### config.mk
export PLATFORM = sky130hd
export DESIGN_NAME = exc_entry_ctrl
export DESIGN_NICKNAME = d
export VERILOG_FILES = /design/src/rtl/exc_entry_ctrl.sv
export SDC_FILE = /design/constraint.sdc
export NUM_CORES = 1
export LEC_CHECK = 0
export ABC_AREA = 1
export BUFFER_PORTS_ARGS = -buffer_cell sky130_fd_sc_hd__buf_2
export CORE_ASPECT_RATIO = 0.7
export CORE_MARGIN = 3
export CORE_UTILIZATION = 48
export DETAILED_ROUTE_END_ITERATION = 10
export PLACE_DENSITY = 0.8
export SLEW_MARGIN = 20
export SYNTH_ARGS = -nofsm -noshare
export SYNTH_HDL_FRONTEND = slang
export SYNTH_SLANG_ARGS = --single-unit
### constraint.sdc
create_clock -name clk -period 1.4 [get_ports clk]
set_input_delay 0.07 -clock clk [delete_from_list [all_inputs] [get_ports clk]]
set_output_delay 0.07 -clock clk [all_outputs]
set_load 0.03 [all_outputs]
### src/rtl/exc_entry_ctrl.sv
module exc_entry_ctrl #(
  parameter int          TLB_ENTRIES = 16,
  parameter logic [31:0] NORM_BASE   = 32'h8000_0000,
  parameter logic [31:0] BOOT_BASE   = 32'hBFC0_0200,
  parameter logic [31:0] RESET_VEC   = 32'hBFC0_0000,
  parameter logic [31:0] DEBUG_VEC   = 32'hBFC0_0480
) (
  input  logic                           clk,
  input  logic                           rst_n,
  input  logic                           req_valid,
  input  logic [3:0]                     req_kind,
  input  logic [4:0]                     req_sub,
  input  logic [31:0]                    req_pc,
  input  logic                           req_in_ds,
  input  logic [31:0]                    status_i,
  input  logic [31:0]                    cause_i,
  input  logic [31:0]                    debug_i,
  input  logic                           dm_i,
  output logic [31:0]                    status_o,
  output logic [31:0]                    cause_o,
  output logic [31:0]                    debug_o,
  output logic [31:0]                    epc_o,
  output logic [31:0]                    errorepc_o,
  output logic [31:0]                    depc_o,
  output logic [$clog2(TLB_ENTRIES)-1:0] random_o,
  output logic                           dm_o,
  output logic                           bd_clr,
  output logic                           watch_clr,
  output logic                           redirect_valid,
  output logic [31:0]                    redirect_pc
);
  localparam int RW = $clog2(TLB_ENTRIES);
  localparam logic [RW-1:0] RAND_INIT = RW'(TLB_ENTRIES - 1);

  localparam logic [3:0] K_RESET = 4'd0, K_SOFT = 4'd1, K_NMI = 4'd2;
  localparam logic [3:0] K_DSS = 4'd3, K_DINT = 4'd4, K_DIB = 4'd5;
  localparam logic [3:0] K_DBP = 4'd6, K_DDBS = 4'd7, K_DDBL = 4'd8;
  localparam logic [3:0] K_INT = 4'd9, K_TLBL = 4'd10, K_TLBS = 4'd11, K_CPU = 4'd12;

  localparam int ST_EXL = 1, ST_ERL = 2, ST_NMI = 19, ST_SR = 20, ST_BEV = 22, ST_CU0 = 28;
  localparam int CA_IV = 23, CA_BD = 31;

  wire is_err  = req_kind <= K_NMI;
  wire int_dbg = (req_kind == K_INT) && dm_i;
  wire is_dbg  = ((req_kind >= K_DSS) && (req_kind <= K_DDBL)) || int_dbg;
  wire is_tlb  = (req_kind == K_TLBL) || (req_kind == K_TLBS);
  wire use_ds  = req_in_ds && (req_kind != K_DSS);

  wire [31:0] ret_pc = use_ds ? req_pc - 32'd4 : req_pc;

  logic [4:0]  exc_code;
  logic [4:0]  dbg_bit;
  logic [31:0] vec_off;
  logic [31:0] new_cause;
  logic [31:0] err_status;

  always_comb begin
    case (req_kind)
      K_INT:   exc_code = 5'd0;
      K_TLBL:  exc_code = 5'd2;
      K_TLBS:  exc_code = 5'd3;
      K_CPU:   exc_code = 5'd11;
      default: exc_code = req_sub;
    endcase
  end

  always_comb begin
    case (req_kind)
      K_DSS:   dbg_bit = 5'd0;
      K_DBP:   dbg_bit = 5'd1;
      K_DDBL:  dbg_bit = 5'd2;
      K_DDBS:  dbg_bit = 5'd3;
      K_DIB:   dbg_bit = 5'd4;
      default: dbg_bit = 5'd5;
    endcase
  end

  always_comb begin
    if (is_tlb && req_sub == 5'd1 && !status_i[ST_EXL])
      vec_off = 32'h0000_0000;
    else if (req_kind == K_INT && cause_i[CA_IV])
      vec_off = 32'h0000_0200;
    else
      vec_off = 32'h0000_0180;
  end

  always_comb begin
    new_cause        = cause_i;
    new_cause[CA_BD] = req_in_ds;
    new_cause[6:2]   = exc_code;
    if (req_kind == K_CPU) new_cause[29:28] = req_sub[1:0];
  end

  always_comb begin
    err_status         = status_i;
    err_status[ST_CU0] = 1'b1;
    err_status[ST_BEV] = 1'b1;
    err_status[ST_ERL] = 1'b1;
    case (req_kind)
      K_RESET: err_status = (32'd1 << ST_CU0) | (32'd1 << ST_BEV) | (32'd1 << ST_ERL);
      K_SOFT:  err_status[ST_SR]  = 1'b1;
      default: err_status[ST_NMI] = 1'b1;
    endcase
  end

  always_ff @(posedge clk) begin
    if (!rst_n) begin
      status_o       <= '0;
      cause_o        <= '0;
      debug_o        <= '0;
      epc_o          <= '0;
      errorepc_o     <= '0;
      depc_o         <= '0;
      random_o       <= RAND_INIT;
      dm_o           <= 1'b0;
      bd_clr         <= 1'b0;
      watch_clr      <= 1'b0;
      redirect_valid <= 1'b0;
      redirect_pc    <= '0;
    end else if (req_valid) begin
      redirect_valid <= 1'b1;
      bd_clr         <= use_ds;
      watch_clr      <= 1'b0;
      debug_o        <= debug_i;
      status_o       <= status_i;
      cause_o        <= cause_i;
      dm_o           <= dm_i;
      if (is_err) begin
        errorepc_o  <= ret_pc;
        status_o    <= err_status;
        redirect_pc <= RESET_VEC;
        if (req_kind == K_RESET) begin
          random_o  <= RAND_INIT;
          watch_clr <= 1'b1;
        end
      end else if (is_dbg) begin
        depc_o           <= ret_pc;
        debug_o[dbg_bit] <= 1'b1;
        dm_o             <= 1'b1;
        redirect_pc      <= DEBUG_VEC;
      end else begin
        epc_o            <= ret_pc;
        cause_o          <= new_cause;
        status_o[ST_EXL] <= 1'b1;
        redirect_pc      <= (status_i[ST_BEV] ? BOOT_BASE : NORM_BASE) + vec_off;
      end
    end else begin
      redirect_valid <= 1'b0;
      bd_clr         <= 1'b0;
      watch_clr      <= 1'b0;
    end
  end
endmodule

==> impl_metrics.json, run 1 <==
{
  "synth-simple-area-share_pct": 28.6,
  "drv_slew": 0,
  "drtIter0Drc": 1116,
  "crit_chain": "buf_2 > buf_4 > inv_1 > nand2_1 > nor2_2 > nand2_2 > nand2_2 > buf_4 > nand3_1 > a21oi_1 > dlygate4sd3_1",
  "root_buffer": "clkbuf_16",
  "antenna_found_initial": 0,
  "crit_path_max_fanout": 6,
  "run_status": "finished clean",
  "critPathKind": "primary input to register",
  "synth-xor-area-share_pct": 0.998,
  "clock_latency_ns": 0.48,
  "cts_buffers": 19,
  "end_kind": "register",
  "power_mw": 15.2,
  "seq_area_frac_synth_pct": 46.1,
  "wirelength_mm": 35.3,
  "required_ns": 1.83,
  "yosysTopAreaCellShare_pct": 46.1,
  "syn_to_final_growth_pct": 49.9,
  "finish.utilization_pct": 75.1,
  "synth.avg_cell_area_sq_um": 6.95,
  "firstDrtPassIters": 6,
  "grt_max_degree": 57,
  "powerDensity_nw_per_um2": 1160,
  "cts_num_sinks": 202,
  "slowest_stage": "dlygate4sd3_1",
  "worstMarginPinSlew_ns": 0.515,
  "portBuffers": 350,
  "num_rows": 40,
  "grt_pass1_wl_mm": 53.6,
  "finClkSkew_ns": 0,
  "die_area_sq_um": 20000,
  "cts_tree": "done",
  "yosys_warnings": 0,
  "yosysMostFrequentCell": "nor2_1",
  "hpwl_mm": 23.9,
  "die_w_um": 168,
  "relSlewSlack_pct": 65.7,
  "dp.cells": 1873,
  "netlist_instances": 1263,
  "async_flop_share_pct": 0,
  "yosys.cell_types.count": 32,
  "timing.fmax_ghz": 0.754,
  "hold_viol_final": 0,
  "finalSetupTns_ns": 0,
  "arrival_ns": 1.75,
  "core_sq_um": 17500,
  "synth_ff_type": "dfxtp_1",
  "fin_crit_ns": 1.33,
  "start_util_pct": 50.1,
  "grt_overflow_total": 0,
  "place.gp.congestion": 0.992,
  "ir_drop_mv": 0.938,
  "postRouteAntennaNets": 0,
  "grtUsageTotal_pct": 33.4,
  "fin_nets": 1922,
  "critPathTopFamily": "buffers and inverters",
  "setup_violations": 0,
  "synthTopCellsByArea": "dfxtp_1, nor2_1, nand2_1",
  "grt_pass1_vias": 10000,
  "clkTransAtPathRegs_ns": 0.07,
  "synth_top_cell_by_area": "dfxtp_1",
  "cts_max_level": 1,
  "vias": 10600,
  "io_pins": 374,
  "syn-cell-area_sq_um": 8780,
  "hold_class": "primary input to register",
  "max_stage_delay_ns": 0.56,
  "synth_mux_area_share_pct": 0,
  "drc": 0,
  "critPathLaunchType": "primary input",
  "post-route-period-util_pct": 94.7,
  "clock_path_buffers": 3,
  "timing.critical_path.buf_inv": 5,
  "leakage_nw": 6.99,
  "layout.cells.non_filler": 2023,
  "drive_gt1_share_pct": 28.3,
  "die_y_um": 119,
  "maxCapViolations": 0,
  "avgRoutedWirePerCell_um": 17.5,
  "synth_fa_ha_area_share_pct": 0.285,
  "yosys-top-cells-count": "nor2_1, nand2_1, dfxtp_1",
  "synth_compound_area_share_pct": 13.0,
  "synth-edff-count": 0,
  "vias_per_cell": 5.24,
  "synth_top_family_by_area": "simple AND/OR/NAND/NOR gates",
  "ys_ff_latch": 202
}
cell usage in the layout, fill, tap and decap left out, drive strengths merged:
cell         instances
nand2              249
dfxtp              202
xor2                 6
dlygate4sd3        113
o21bai               6
buf                451
a31oi                1
nor2b                1
or2                  1
o221ai               3
clkbuf              26
nand3               79
a21oi               66
ha                   2
nor3                 4
nand4                7
xnor2                4
clkinvlp             1
bufinv               2
o21ai              115
inv                120
clkinv               4
o21a                18
o211ai               3
nand3b               1
diode                1
nor2               283
conb                23
state kept, by name (all words and copies together), names as in the netlist, 6 cells and up:
signal       flops
cause_o         32
debug_o         32
depc_o          32
epc_o           32
errorepc_o      32
status_o        32
redirect_pc      6
cell type report:
type / instances / area (sq um)
inverters: 119 / 452
multi-input cells: 872 / 3890
clock buffers: 26 / 562
clock inverters: 8 / 104
fillers: 1312 / 4350
flip-flops and latches: 202 / 4040
well taps: 231 / 289
repair buffers: 564 / 3820
diodes: 1 / 2.50
tightest hold or removal path: cells and delay by family:
kind	cells	cell delay (ns)
buffers and inverters	2	0.15
and+or+nand+nor	3	0.26
per-layer routing:
metal,GRT usage (%),part of all wire [%],vias to the layer above
met5,0,0,-
met4,15.7,5.5,0
met3,8.23,10,147
met1,44.2,41,4787
li1,-,-,4964
met2,51.6,43,708
cell families (layout without fill, tap and decap cells):
kind of cell,after synthesis,count (layout)
xor gates and xnor gates,10,10
and+or+nand+nor,625,625
buffers and inverters,210,717
DFF,202,202
adders and majority gates,2,2
AOI/OAI and AO/OA,212,212
other,2,24
per-stage QoR:
step	area (sq um)	hold WS, ns	setup WS [ns]
after floorplan	8860	0.191	0.158
after global placement	11300	0.291	-0.174
after detailed placement	11300	0.298	-0.233
after CTS	13100	0.000487	0.0241
after global routing	13200	0.0297	-0.0171
final	13200	0.0183	0.0742
worst paths after layout:
path	startpoint	endpoint	slack [ns]	depth (start not counted)
max	req_kind[1]	debug_o[5]	0.07	11
min	req_pc[28]	epc_o[28]	0.02	5
max reg2reg	cause_o[16]	cause_o[16]	0.09	3
min reg2reg	redirect_pc[31]	redirect_pc[31]	0.46	2
where the power goes:
group          switching, mW  internal (mW)
Combinational           2.18           1.20
Clock                   2.27           3.21
Sequential             0.219           6.13
Total                   4.67           10.5
repair_timing:
action                                  in CTS  in global routing
buffers inserted                             0                  3
gates resized for setup                      0                  9
endpoints found under the hold margin      118                  0
endpoints found under the setup margin       0                  7
hold buffers                               113                  0
No activity file was read; power rests on OpenSTA's default activity.
==> inputs of run 2 (changes only) <==
- GPL_TIMING_DRIVEN: not set -> 0
- PLACE_DENSITY: 0.8 -> 0.87
==> run 2 against run 1 <==
Net effect:
- utilization shrank 2.6 points
- sequential share of layout area is 1.1 points higher
- maximum frequency fell by 2.4%
- clock skew unchanged
- global-route usage is 2.8 points higher
- via count up 2.5%
- die area unchanged
- largest cell class unchanged
- combinational power fell by 3%
- setup slack got worse by 0.033 ns
- non-clock buffer count down 10
- cell area shrank 3.5%
==> impl_metrics.json, run 2 (synthesis results as in run 1) <==
{
  "run_status": "finished clean",
  "cpMostUsedCell": "nand3_1",
  "maxCapViolations": 0,
  "preCtsSetupSlack_ns": -0.618,
  "core_sq_um": 17500,
  "grt_overflow_total": 0,
  "timing.fmax_ghz": 0.736,
  "die_area_sq_um": 20000,
  "leakage_nw": 6.72,
  "die_w_um": 168,
  "syn_to_final_growth_pct": 44.7,
  "wirelength_mm": 38.2,
  "worstMarginPinSlew_ns": 0.721,
  "crit_start": "req_pc[28]",
  "powerDensity_nw_per_um2": 1180,
  "critPathKind": "primary input to register",
  "clock_path_buffers": 3,
  "p_sw_mw": 4.78,
  "cts_max_level": 1,
  "fin_nets": 1913,
  "io_pins": 374,
  "max_stage_delay_ns": 0.53,
  "hold_viol_final": 0,
  "portBuffers": 350,
  "place.gp.congestion": 0.987,
  "required_ns": 1.83,
  "antenna_found_initial": 1,
  "relSlewSlack_pct": 51.9,
  "start_util_pct": 50.1,
  "die_y_um": 119,
  "final_cell_mix": "buf_2, nor2_1, nand2_1, dfxtp_1, inv_1",
  "postRouteAntennaNets": 0,
  "crit_chain": "dlygate4sd3_1 > buf_2 > nor2_1 > nand3_1 > nor3_2 > nand3_1 > nand3_1 > nand2_1 > inv_1",
  "avgRoutedWirePerCell_um": 19.0,
  "clock_latency_ns": 0.49,
  "fin_crit_ns": 1.36,
  "hold_ws_ns": 0.0150,
  "num_rows": 40,
  "cts_tree": "done",
  "setup_violations": 0,
  "hpwl_mm": 26.8,
  "grt_max_degree": 16,
  "power.share.clock_pct": 35.5,
  "clkTransAtPathRegs_ns": 0.06,
  "grt_pass1_wl_mm": 56.9,
  "hold_class": "primary input to register",
  "ir_drop_mv": 0.937,
  "drive_gt1_share_pct": 25.7,
  "drtIter0Drc": 1250,
  "r2r_start": "cause_o[5]",
  "root_buffer": "clkbuf_16",
  "grt_pass1_vias": 10100,
  "power_frac_comb_pct": 22.0,
  "post-route-period-util_pct": 97.1,
  "finClkSkew_ns": 0,
  "firstDrtPassIters": 6,
  "critPathLaunchType": "primary input",
  "arrival_ns": 1.79,
  "cts_num_sinks": 202,
  "internal-power_mw": 10.2,
  "end_kind": "register",
  "finish.utilization_pct": 72.5,
  "hp-start": "req_sub[4]",
  "seqPwrFrac_pct": 42.5,
  "switching_share_pct": 31.9,
  "layout_setup_ws_ns": 0.0410,
  "layout_commonest_cell": "buf_2",
  "slowest_stage": "dlygate4sd3_1",
  "drv_slew": 0,
  "cts_buffers": 20,
  "vias_per_cell": 5.40,
  "drc": 0,
  "vias": 10900,
  "crit_path_max_fanout": 3,
  "grtUsageTotal_pct": 36.2
}
==> run 2: cell types whose count changed in the layout (fill, tap and decap cells not counted), moves of 3 or more <==
cell           delta
buf_2            +11
clkbuf_1         +37
buf_6             +4
buf_12           -14
buf_4            -51
buf_1             +5
dlygate4sd3_1     -3
clkbuf_8          -5
==> run 2: worst paths after layout <==
kind                      to  slack, ns  depth (start not counted)
max               depc_o[30]       0.04                          9
max reg2reg       cause_o[5]       0.59                          4
min               cause_o[6]       0.01                          6
min reg2reg  redirect_pc[31]       0.45                          2
==> run 2: power by group through the flow <==
stage	clock network, mW	registers, mW	logic (mW)
finish	5.31	6.37	3.29
global route	5.53	6.39	3.51
CTS	5.27	6.34	3.17
detailed placement	0	6.47	2.92
global placement	0	6.45	2.88
floorplan	0	7.20	1.12
==> run 2: layer usage <==
layer / vias up / routed length [um] / global-route usage [%]
met5: - / 0 / 0
met4: 0 / 1660 / 13.1
met3: 153 / 4470 / 11.3
met2: 750 / 16400 / 55.0
met1: 5024 / 15700 / 48.6
li1: 4939 / - / -
==> run 2: final cells by class <==
class                      instances  area [sq um]
fill                            1360          4820
sequential                       202          4050
multi-input combinational        872          3900
timing repair buffer             463          2880
clock buffer                      25           551
buffer                            91           518
inverter                         119           452
tap                              231           289
clock inverter                     7          67.6
antenna                            2          5.00
==> run 2: worst max-delay path, delay by kind of cell <==
family	cells	cell delay, ns
and+or+nand+nor	6	1.00
buffers and inverters	3	0.72
==> run 2: repair_timing <==
action	in CTS	in global routing
hold endpoints to repair	116	1
buffers inserted	0	3
gates resized for setup	2	15
endpoints found under the setup margin	17	65
pin swaps	0	2
hold buffers	109	1
==> run 2: per-stage QoR <==
stage	power [mW]	area, sq um	setup TNS [ns]	std cells
final	15.0	12700	0	2012
after global routing	15.4	12700	-0.00128	2011
after CTS	14.8	12600	0	2006
after detailed placement	9.39	10900	-48.35	1865
after global placement	9.33	10900	-43.78	1865
after floorplan	8.32	8860	0	1284
==> inputs of run 3 (changes only) <==
- PLACE_DENSITY: 0.87 -> 0.8
==> run 3 against run 2 <==
Net effect:
- setup slack worse by 0.0051 ns
- utilization shrank 0.10 points
- clock-buffer cell count increased by 5
- non-clock buffer count fell by 1
- wire length shrank 2.8%
- sequential power barely moved
- largest cell class unchanged
- largest power group unchanged
- combinational power is essentially flat
- critical path depth stayed put
- hold slack gained 0.0029 ns
- total power down 1.1%
- clock skew unchanged
- critical path type unchanged
- sequential share of layout area barely moved
==> impl_metrics.json, run 3 (synthesis results as in run 1) <==
{
  "io_pins": 374,
  "worstRegToRegCells": 3,
  "syn_to_final_growth_pct": 44.5,
  "clock_path_buffers": 3,
  "cpMostUsedCell": "nand2_1",
  "fin_crit_ns": 1.36,
  "layout.cells.non_filler": 2014,
  "crit_path_max_fanout": 3,
  "critPathLaunchType": "primary input",
  "cts_buffers": 20,
  "hold_depth": 4,
  "path_depth": 9,
  "hpwl_mm": 26.9,
  "finalSetupTns_ns": 0,
  "finClkSkew_ns": 0,
  "vias": 10600,
  "leakage_nw": 6.71,
  "drv_slew": 0,
  "required_ns": 1.78,
  "wirelength_mm": 37.2,
  "root_buffer": "clkbuf_16",
  "maxCapViolations": 0,
  "ir_drop_mv": 1.08,
  "run_status": "finished clean",
  "grt_overflow_total": 0,
  "rsz0062_at_grt": "false",
  "power_mw": 14.8,
  "hold_class": "primary input to register",
  "drtIter0Drc": 1182,
  "grt_pass1_vias": 9946,
  "layout_commonest_cell": "buf_2",
  "start_util_pct": 50.1,
  "dp.cells": 1865,
  "setup_violations": 0,
  "cts_max_level": 1,
  "fin_nets": 1912,
  "clkTransAtPathRegs_ns": 0.07,
  "num_rows": 40,
  "relSlewSlack_pct": 50.1,
  "drive_gt1_share_pct": 25.7,
  "slowest_stage": "o21ai_1",
  "arrival_ns": 1.75,
  "antenna_found_initial": 1,
  "place.gp.congestion": 0.990,
  "post-route-period-util_pct": 97.4,
  "drc": 0,
  "timing.critical_path.buf_inv": 2,
  "crit_chain": "buf_2 > nor2_1 > nand2_1 > nor2_1 > nand2_1 > o21ai_1 > nand3_1 > nand2_1 > inv_1",
  "core_sq_um": 17500,
  "final_cell_mix": "buf_2, nor2_1, nand2_1, dfxtp_1, inv_1",
  "hold_viol_final": 0,
  "max_stage_delay_ns": 0.48,
  "fin_area_sq_um": 12700,
  "timing.fmax_ghz": 0.733,
  "grt_max_degree": 15,
  "clock_latency_ns": 0.48,
  "end_kind": "register",
  "placed_cell_area_sq_um": 10900,
  "cts_tree": "done",
  "grt_pass1_wl_mm": 55.7,
  "die_y_um": 119,
  "critPathTopFamily": "simple AND/OR/NAND/NOR gates",
  "postRouteAntennaNets": 0,
  "die_w_um": 168,
  "portBuffers": 350,
  "vias_per_cell": 5.25,
  "cts_num_sinks": 202,
  "critPathKind": "primary input to register",
  "firstDrtPassIters": 6,
  "die_area_sq_um": 20000,
  "worstMarginPinSlew_ns": 0.748,
  "avgRoutedWirePerCell_um": 18.5,
  "hold_ws_ns": 0.0179,
  "powerDensity_nw_per_um2": 1170,
  "grtUsageTotal_pct": 35.2
}
run 3: cell types whose count changed in the layout (fill, tap and decap cells not counted), sizes merged:
cell | before | now
clkinvlp | 0 | 2
buf | 406 | 408
inv | 119 | 118
bufinv | 1 | 0
diode | 2 | 3
clkbuf | 63 | 68
clkinv | 6 | 3
dlygate4sd3 | 110 | 107
run 3: per-stage QoR:
step	util (%)	setup WS, ns
4_1_cts	71.8	0.0380
3_3_place_gp	62.2	-0.623
5_1_grt	72.4	0.0166
3_5_place_dp	62.2	-0.532
2_1_floorplan	-	0.158
6_report	72.4	0.0358
run 3: final timing paths:
check	to	startpoint	slack [ns]
min	depc_o[11]	req_pc[11]	0.02
min reg2reg	redirect_pc[31]	redirect_pc[31]	0.46
max reg2reg	errorepc_o[11]	errorepc_o[11]	0.61
max	errorepc_o[22]	req_pc[6]	0.04
run 3: area by class of cell:
type | count | area (sq um)
multi-input combinational | 872 | 3900
clock inverter | 4 | 25.0
fill | 1391 | 4840
inverter | 119 | 452
antenna | 3 | 7.51
tap | 231 | 289
clock buffer | 30 | 589
timing repair buffer | 462 | 2860
buffer | 91 | 517
sequential | 202 | 4050
run 3: layer usage:
metal	up-vias	track usage (%)	wire length, um	part of all wire [%]
met5	-	0	0	0
met1	4819	48.6	15700	42
met2	695	53.4	15900	43
li1	4948	-	-	-
met3	121	8.10	3930	11
met4	0	13.8	1610	4.3
run 3: worst min-delay path, delay by kind of cell:
family | cells | cell delay [ns]
XOR/XNOR | 1 | 0.12
buffers and inverters | 1 | 0.13
AND/OR/NAND/NOR | 2 | 0.15
run 3: where the power goes:
part	leakage, nW	internal (mW)	total, mW	switching, mW
registers	1.67	6.14	6.37	0.230
logic	4.74	1.07	3.26	2.19
clock network	0.296	2.91	5.16	2.26
total	6.71	10.1	14.8	4.68
run 3: timing repair:
action | 4_1_cts | 5_1_grt
gates resized for setup | 2 | 14
hold buffers | 107 | 0
setup endpoints to repair | 8 | 46
setup buffers | 0 | 5
hold endpoints to repair | 111 | 0
pin swaps | 0 | 2
